`config.mk`:
```
export PLATFORM = sky130hd
export DESIGN_NAME = dbgsc_top
export DESIGN_NICKNAME = d
export VERILOG_FILES = /design/src/rtl/dbgsc_pkg.sv /design/src/rtl/dbgsc_shift.sv /design/src/rtl/dbgsc_watch_unit.sv /design/src/rtl/dbgsc_regbank.sv /design/src/rtl/dbgsc_top.sv
export SDC_FILE = /design/constraint.sdc
export NUM_CORES = 1
export LEC_CHECK = 0
export BUFFER_PORTS_ARGS = -buffer_cell sky130_fd_sc_hd__buf_4
export CAP_MARGIN = 20
export CORE_ASPECT_RATIO = 2
export CORE_MARGIN = 1
export CORE_UTILIZATION = 57
export CTS_CLUSTER_DIAMETER = 100
export DETAILED_ROUTE_END_ITERATION = 7
export GPL_ROUTABILITY_DRIVEN = 0
export GPL_TIMING_DRIVEN = 0
export HOLD_SLACK_MARGIN = 0.12
export PLACE_DENSITY = 0.84
export SLEW_MARGIN = 20
export SYNTH_ARGS = -nofsm -noshare
export SYNTH_HDL_FRONTEND = slang
export SYNTH_SLANG_ARGS = --single-unit
```
`constraint.sdc`:
```
create_clock -name tck -period 2.84 [get_ports tck]
set_clock_uncertainty 0.05 [all_clocks]
set_input_delay 0.142 -clock tck [delete_from_list [all_inputs] [get_ports tck]]
set_output_delay 0.142 -clock tck [all_outputs]
set_load 0.05 [all_outputs]
```
`src/rtl/dbgsc_pkg.sv`:
```
package dbgsc_pkg;

    localparam int DATA_W       = 32;
    localparam int ADDR_W       = 5;
    localparam int FRAME_W      = DATA_W + ADDR_W + 1;

    localparam int CTRL_W       = 6;
    localparam int STAT_W       = 5;
    localparam int VCATCH_W     = 8;
    localparam int VER_W        = 4;
    localparam int WCV_W        = 9;
    localparam int WCM_W        = 8;

    localparam int NUM_WATCH    = 2;
    localparam int WATCH_FIELDS = 6;
    localparam int WATCH_BASE   = 8;
    localparam int WATCH_STRIDE = 8;
    localparam int WSEL_W       = 3;

    localparam logic [CTRL_W-1:0] CTRL_RESET = CTRL_W'(6'h10);

    typedef struct packed {
        logic              wr;
        logic [ADDR_W-1:0] addr;
        logic [DATA_W-1:0] data;
    } frame_t;

    typedef enum logic [ADDR_W-1:0] {
        RA_CTRL   = 5'd0,
        RA_STATUS = 5'd1,
        RA_VCATCH = 5'd2,
        RA_CCTRL  = 5'd4,
        RA_CDATA  = 5'd5
    } reg_addr_e;

    typedef enum logic [WSEL_W-1:0] {
        WF_ADDR_VAL = 3'd0,
        WF_ADDR_MSK = 3'd1,
        WF_DATA_VAL = 3'd2,
        WF_DATA_MSK = 3'd3,
        WF_CTRL_VAL = 3'd4,
        WF_CTRL_MSK = 3'd5
    } watch_field_e;

    function automatic logic [DATA_W-1:0] low_mask(input int width);
        if (width >= DATA_W) return '1;
        return (DATA_W'(1) << width) - DATA_W'(1);
    endfunction

    function automatic logic [DATA_W-1:0] watch_field_mask(input int idx);
        case (idx)
            4:       return low_mask(WCV_W);
            5:       return low_mask(WCM_W);
            default: return '1;
        endcase
    endfunction

endpackage

```
`src/rtl/dbgsc_shift.sv`:
```
module dbgsc_shift
    import dbgsc_pkg::*;
(
    input  logic   clk,
    input  logic   rst,
    input  logic   capture,
    input  logic   shift,
    input  logic   tdi,
    input  frame_t cap_frame,
    output frame_t frame_q,
    output logic   tdo
);

    frame_t sr_q;
    logic   tdo_q;

    always_ff @(posedge clk) begin
        if (rst) begin
            sr_q <= '0;
        end else if (capture) begin
            sr_q <= cap_frame;
        end else if (shift) begin
            sr_q <= frame_t'({tdi, sr_q[FRAME_W-1:1]});
        end
    end

    always_ff @(negedge clk) begin
        if (rst) begin
            tdo_q <= 1'b0;
        end else begin
            tdo_q <= sr_q[0];
        end
    end

    assign frame_q = sr_q;
    assign tdo     = tdo_q;

    AST_SHIFT_ENTRY: assert property (@(posedge clk) disable iff (rst)
        shift && !capture |=> sr_q.wr == $past(tdi));

    AST_SHIFT_HOLD: assert property (@(posedge clk) disable iff (rst)
        !shift && !capture |=> $stable(sr_q));

endmodule

```
`src/rtl/dbgsc_watch_unit.sv`:
```
module dbgsc_watch_unit
    import dbgsc_pkg::*;
(
    input  logic              clk,
    input  logic              rst,
    input  logic              wr_en,
    input  logic [WSEL_W-1:0] wr_sel,
    input  logic [DATA_W-1:0] wdata,
    input  logic [WSEL_W-1:0] rd_sel,
    output logic [DATA_W-1:0] rdata
);

    logic [DATA_W-1:0] field_q [WATCH_FIELDS];

    always_ff @(posedge clk) begin
        for (int i = 0; i < WATCH_FIELDS; i++) begin
            if (rst) begin
                field_q[i] <= '0;
            end else if (wr_en && wr_sel == WSEL_W'(i)) begin
                field_q[i] <= wdata & watch_field_mask(i);
            end
        end
    end

    always_comb begin
        rdata = '0;
        for (int i = 0; i < WATCH_FIELDS; i++) begin
            if (rd_sel == WSEL_W'(i)) rdata = field_q[i];
        end
    end

    AST_WU_CV_NARROW: assert property (@(posedge clk) disable iff (rst)
        wr_en && wr_sel == WF_CTRL_VAL |=> field_q[4][DATA_W-1:WCV_W] == '0);

    AST_WU_IDLE_HOLD: assert property (@(posedge clk) disable iff (rst)
        !wr_en |=> $stable(field_q[0]) && $stable(field_q[5]));

endmodule

```
`src/rtl/dbgsc_regbank.sv`:
```
module dbgsc_regbank
    import dbgsc_pkg::*;
#(
    parameter logic [VER_W-1:0] VERSION = 4'h6
) (
    input  logic              clk,
    input  logic              rst,
    input  logic              wr_en,
    input  logic [ADDR_W-1:0] wr_addr,
    input  logic [DATA_W-1:0] wdata,
    input  logic              cap,
    input  logic [ADDR_W-1:0] rd_addr,
    input  logic [STAT_W-1:0] status_i,
    output logic [DATA_W-1:0] rdata
);

    localparam int CC_PAD_W = DATA_W - VER_W - 1;

    logic [CTRL_W-1:0]   ctrl_q;
    logic [VCATCH_W-1:0] vcatch_q;
    logic [DATA_W-1:0]   cdata_q;
    logic                pend_q;

    logic [NUM_WATCH-1:0] wu_wr_hit;
    logic [NUM_WATCH-1:0] wu_rd_hit;
    logic [DATA_W-1:0]    wu_rdata [NUM_WATCH];

    always_ff @(posedge clk) begin
        if (rst) begin
            ctrl_q   <= CTRL_RESET;
            vcatch_q <= '0;
            cdata_q  <= '0;
        end else if (wr_en) begin
            case (wr_addr)
                RA_CTRL:   ctrl_q   <= wdata[CTRL_W-1:0];
                RA_VCATCH: vcatch_q <= wdata[VCATCH_W-1:0];
                RA_CDATA:  cdata_q  <= wdata;
                default:   ;
            endcase
        end
    end

    always_ff @(posedge clk) begin
        if (rst) begin
            pend_q <= 1'b0;
        end else if (wr_en && wr_addr == RA_CDATA) begin
            pend_q <= 1'b1;
        end else if (cap && rd_addr == RA_CDATA) begin
            pend_q <= 1'b0;
        end
    end

    for (genvar u = 0; u < NUM_WATCH; u++) begin : g_watch
        localparam int BASE = WATCH_BASE + u * WATCH_STRIDE;

        assign wu_wr_hit[u] = (wr_addr >= ADDR_W'(BASE)) &&
                              (wr_addr <  ADDR_W'(BASE + WATCH_FIELDS));
        assign wu_rd_hit[u] = (rd_addr >= ADDR_W'(BASE)) &&
                              (rd_addr <  ADDR_W'(BASE + WATCH_FIELDS));

        dbgsc_watch_unit u_watch (
            .clk    (clk),
            .rst    (rst),
            .wr_en  (wr_en && wu_wr_hit[u]),
            .wr_sel (wr_addr[WSEL_W-1:0]),
            .wdata  (wdata),
            .rd_sel (rd_addr[WSEL_W-1:0]),
            .rdata  (wu_rdata[u])
        );
    end

    always_comb begin
        rdata = '0;
        case (rd_addr)
            RA_CTRL:   rdata = DATA_W'(ctrl_q);
            RA_STATUS: rdata = DATA_W'(status_i);
            RA_VCATCH: rdata = DATA_W'(vcatch_q);
            RA_CCTRL:  rdata = {VERSION, {CC_PAD_W{1'b0}}, pend_q};
            RA_CDATA:  rdata = cdata_q;
            default: begin
                for (int u = 0; u < NUM_WATCH; u++) begin
                    if (wu_rd_hit[u]) rdata = wu_rdata[u];
                end
            end
        endcase
    end

    AST_PEND_SET: assert property (@(posedge clk) disable iff (rst)
        wr_en && wr_addr == RA_CDATA |=> pend_q);

    AST_PEND_CLEAR: assert property (@(posedge clk) disable iff (rst)
        cap && rd_addr == RA_CDATA && !wr_en |=> !pend_q);

    AST_PEND_CCTRL_CAP: assert property (@(posedge clk) disable iff (rst)
        cap && rd_addr == RA_CCTRL && !wr_en |=> $stable(pend_q));

    AST_RO_WRITE: assert property (@(posedge clk) disable iff (rst)
        wr_en && (wr_addr == RA_CCTRL || wr_addr == RA_STATUS) |=>
        $stable(pend_q) && $stable(ctrl_q) && $stable(cdata_q));

    AST_UNMAPPED_WRITE: assert property (@(posedge clk) disable iff (rst)
        wr_en && wr_addr > ADDR_W'(WATCH_BASE + (NUM_WATCH - 1) * WATCH_STRIDE + WATCH_FIELDS - 1) |=>
        $stable(ctrl_q) && $stable(vcatch_q) && $stable(cdata_q) && $stable(pend_q));

endmodule

```
`src/rtl/dbgsc_top.sv`:
```
module dbgsc_top
    import dbgsc_pkg::*;
#(
    parameter logic [VER_W-1:0] VERSION = 4'h6
) (
    input  logic              tck,
    input  logic              rst,
    input  logic              capture_dr,
    input  logic              shift_dr,
    input  logic              update_dr,
    input  logic              tdi,
    input  logic [STAT_W-1:0] status_i,
    output logic              tdo
);

    frame_t            frame_q;
    frame_t            cap_frame;
    logic [ADDR_W-1:0] rd_addr_q;
    logic [DATA_W-1:0] rdata;
    logic              wr_en;

    assign wr_en = update_dr && frame_q.wr;

    always_ff @(posedge tck) begin
        if (rst) begin
            rd_addr_q <= '0;
        end else if (update_dr && !frame_q.wr) begin
            rd_addr_q <= frame_q.addr;
        end
    end

    always_comb begin
        cap_frame.wr   = 1'b0;
        cap_frame.addr = rd_addr_q;
        cap_frame.data = rdata;
    end

    dbgsc_shift u_shift (
        .clk       (tck),
        .rst       (rst),
        .capture   (capture_dr),
        .shift     (shift_dr),
        .tdi       (tdi),
        .cap_frame (cap_frame),
        .frame_q   (frame_q),
        .tdo       (tdo)
    );

    dbgsc_regbank #(
        .VERSION (VERSION)
    ) u_regs (
        .clk      (tck),
        .rst      (rst),
        .wr_en    (wr_en),
        .wr_addr  (frame_q.addr),
        .wdata    (frame_q.data),
        .cap      (capture_dr),
        .rd_addr  (rd_addr_q),
        .status_i (status_i),
        .rdata    (rdata)
    );

    AST_ONE_STROBE: assert property (@(posedge tck) disable iff (rst)
        $onehot0({capture_dr, shift_dr, update_dr}));

    AST_RDADDR_WRITE_HOLD: assert property (@(posedge tck) disable iff (rst)
        update_dr && frame_q.wr |=> $stable(rd_addr_q));

    AST_RDADDR_READ_LATCH: assert property (@(posedge tck) disable iff (rst)
        update_dr && !frame_q.wr |=> rd_addr_q == $past(frame_q.addr));

endmodule

```
# Word level (Yosys, flattened, before mapping)
# Memory sizes are Yosys's and may differ from the RTL's.
# Cells that the tools add are included.
# totals
ff_bits,91
latchBits,0
mem_bits_rw,384
rom_bits,0
inputBits,11
out_inout_bits,1
elab_cells,185
memories,2
# op_classes
n_addsub,0
n_mul,0
div,0
magnitude_cmp,8
eq_ne,16
n_shift,0
n_mux,93
bitwise,24
reduce_logical,33
# memory_table
name,depth,word_bits,rd,rd_clocked_by_memory_dff,wr,line,source
u_regs.g_watch[0].u_watch.field_q,6,32,6,0,6,dbgsc_watch_unit.sv:13,logic [DATA_W-1:0] field_q [WATCH_FIELDS];
u_regs.g_watch[1].u_watch.field_q,6,32,6,0,6,dbgsc_watch_unit.sv:13,
# ops
operator,n
$mux 32,50
$and 32x32->32,12
$pmux 32 s5,1
$mux 37,2
$mux 1,40
$logic_and 1x1->1,22
$eq 5x3->1 const B,3
$eq 3x2->1 const B,4
$eq 3x3->1 const B,4
$or 1x1->1,12
$eq 5x2->1 const B,2
$ge 5x4->1 const B,2
$ge 5x5->1 const B,2
$logic_not 5->1,2
$lt 5x4->1 const B,2
$lt 5x5->1 const B,2
$eq 3x1->1 const B,2
$logic_not 3->1,2
$reduce_and 2->1,3
$eq 5x1->1 const B,1
$reduce_bool 2->1,2
$reduce_or 2->1,1
$logic_not 1->1,1

# Logic depth before layout (Yosys ltp)
# depth
ltp_word,11
depth_mapped,9

# Cells and area by module
# Synthesis repeated with hierarchy kept, for this count alone.
# hier_totals
cells_unflattened,1422
hier_area_um2,18331.3
# by_module_without_submodules
mod,instances,cells_each,area_per_inst_um2
dbgsc_watch_unit at u_regs.g_watch[1].u_watch,1,432,6651.4
dbgsc_watch_unit at u_regs.g_watch[0].u_watch,1,432,6631.4
dbgsc_regbank,1,363,2921.6
dbgsc_shift,1,172,1890.6
dbgsc_top,1,23,236.5

==> flow_summary.yaml <==
worst_hold_path:
  holdCritPathClass: "input pin to flip-flop"
flow_run:
  drv_cap: 0
timing:
  worstMarginPinSlew_ns: 1.22
  grt_setup_unrepaired: "no"
  slew_headroom_pct: 18.1
  whs_ns: 0.154
  fin_crit_ns: 2.95
  finalHoldViolations: 0
  finalWorstSetupSlack_ns: -0.110
  finalCritPeriodShare_pct: 104
  finalSetupViolations: 10
  drv_slew: 0
  max_freq_mhz: 339
final_layout:
  nets: 1590
  layout_common_cells: "edfxtp_1 (290), and2_1 (273), mux2i_1 (102), a21oi_1 (99), dfxtp_1 (91)"
  final_common_cell: "edfxtp_1"
  fin_cells: 1974
  drive_above_1_share_pct: 12.4
  regArea_um2: 10500
  utilization_pct: 65.3
  area_growth_syn_to_layout_pct: 11.9
  fill_cells: 2142
  multiInputGateArea_um2: 6540
clocking:
  clk_latency_ns: 0.64
  cts_buffers: 31
  htree_levels: 1
  clkTransAtPathRegs_ns: 0.07
  cts_tree: "done"
  cts.sinks: 381
  root_buffer: "clkbuf_16"
  clockBufferDepth: 3
placement:
  place_inst: 1905
  io_buffers: 10
  dp_hpwl_um: 40100
drt:
  vias: 13700
  routed_wl_um: 61100
  drt_iter0_markers: 2147
  wire_per_inst_um: 30.9
  antenna_left: 0
  dr.pass1.iters: 8
  drc: 2
  vias_per_cell: 6.94
synth:
  synthesis.area_um2: 17700
  synthSimpleGateAreaFrac_pct: 16.9
  synthesis.instances: 1515
  synth_compound_area_share_pct: 11.9
  ys_warn_count: 0
  syn_nets: 1526
  synth_xor_area_share_pct: 0
  synthMuxAreaShare_pct: 7.37
  ys_seq_area_share_pct: 59.6
  ys_seq_elements: 381
  synth_flop_cell: "edfxtp_1"
  synth_top_family_by_area: "simple AND/OR/NAND/NOR gates"
  yosysUniqueCellTypes: 67
  async_flop_share_pct: 0
  synth_fa_ha_area_share_pct: 0
  avgSynthCellArea_um2: 11.7
  synth_edf_count: 290
floorplanning:
  die_y_um: 251
  dieWidth_um: 126
  start_util_pct: 58.3
  fp-row-count: 90
  io_pins: 12
  core-area_um2: 30300
  dieArea_um2: 31700
power_and_ir_drop:
  ir_drop_mv: 0.512
  power-per-cell-area_nw_per_um2: 574
  leakagePower_nw: 6.97
global_routing:
  grt_usage_pct: 40.5
  antenna_found_initial: 8
  grt_max_degree: 24
  overflow: 0
  met2_usage_pct: 65.0
  busiest_layer: "met2"
  grt_first_pass_wirelength_um: 90000
  grt_pass1_vias: 14200
  gr-usage-met1_pct: 38.4
  grtUsageMet3_pct: 18.8
worst_setup_path:
  end_kind: "flip-flop"
  critical_path_class: "flip-flop to flip-flop"
  cp_max_fo: 10
  arrival_ns: 3.38
  crit_path_start_kind: "flip-flop"
  cp.required_ns: 3.27
outcome:
  failed_checks: "DRC, setup timing"
  status: "finished with violations"
routing by layer:
layer | up-vias | share of wire [%]
li1 | 5588 | -
met1 | 6470 | 29
met2 | 1140 | 47
met3 | 496 | 13
met4 | 6 | 11
met5 | - | 0.059
final cells by class:
| class | count | area share [%] |
|---|---|---|
| diodes | 3 | 0.0380 |
| plain buffers | 150 | 3.75 |
| multi-input cells | 977 | 33.1 |
| repair buffers | 31 | 2.32 |
| clock buffers | 41 | 4.47 |
| flip-flops and latches | 381 | 53.3 |
| clock inverters | 17 | 0.652 |
| well taps | 368 | 2.33 |
| inverters | 6 | 0.114 |
state kept, by name (all words and copies together), names as in the netlist:
register                        flops
u_shift.frame_q                    38
u_regs.cdata_q                     32
u_regs.pend_q                       1
u_regs.ctrl_q                       6
u_regs.vcatch_q                     8
u_regs.g_watch.u_watch.field_q    290
rd_addr_q                           5
u_shift.tdo                         1
where the power goes:
group	switching [mW]	internal, mW
registers	0.0743	6.12
clock network	2.11	2.29
logic	0.527	0.227
total	2.71	8.64
critical path, cell delays in order, from the launching register on:
cell and delay (ns):
dfxtp_1 0.31, buf_4 0.23, nor2_1 0.93, o21ai_4 0.29, nand2_1 0.17, buf_2 0.27, buf_2 0.32, a21o_1 0.13
a21oi_1 0.07
timing repair:
| action | 4_1_cts | 5_1_grt |
|---|---|---|
| endpoints found under the setup margin | 1 | 36 |
| pin swaps | 0 | 1 |
| setup buffers | 0 | 0 |
| gates resized for setup | 1 | 16 |
| endpoints found under the hold margin | 11 | 0 |
| hold buffers | 8 | 0 |
final timing paths:
path	cells after the start	endpoint	slack [ns]	from
setup / recovery	8	u_shift.frame_q[25]	-0.11	rd_addr_q[0]
hold / removal	4	u_regs.g_watch[1].u_watch.field_q[2][4]	0.15	rst
setup reg to reg	8	u_shift.frame_q[25]	-0.11	rd_addr_q[0]
hold reg to reg	2	u_regs.cdata_q[19]	0.41	u_regs.cdata_q[19]
synthesized netlist by cell type (8+ instances only):
library cell,number,area (um2)
mux2i_1,103,1030
edfxtp_1,290,8710
a31oi_1,24,150
nor2b_1,14,87.6
and2_1,273,1710
o22ai_1,8,50.1
nand2_1,87,327
a221oi_1,9,78.8
dfxtp_1,91,1820
nand2b_1,9,56.3
o221ai_1,22,193
a21oi_1,99,495
o21ai_0,28,140
a211oi_1,19,143
o21bai_1,12,90.1
mux4_2,8,180
o211ai_1,26,195
nor3_1,38,190
a21o_1,41,308
clkbuf_2,16,80.1
clkbuf_1,74,278
buf_2,38,190
buf_4,12,90.1
nor2_1,78,293
mux2_2,8,90.1
per-stage QoR:
stage	setup slack (ns)	area, um2	TNS (ns)	power, mW
after global placement	-1.99	18200	-337.60	6.91
after CTS	0.0934	19700	0	11.2
final	-0.110	19800	-0.853	11.3
after detailed placement	-0.179	18600	-0.204	6.98
after floorplan	-0.258	17700	-16.51	6.66
after global routing	0.0264	19800	0	11.5
kinds of logic (layout without fill, tap and decap cells):
logic type      Yosys count  in the layout
other cells               0              3
mux                     119            119
buf+inv                 157            245
compound gates          319            319
flops                   381            381
simple gates            539            539
Note: power is estimated with default switching activity, not from simulation.
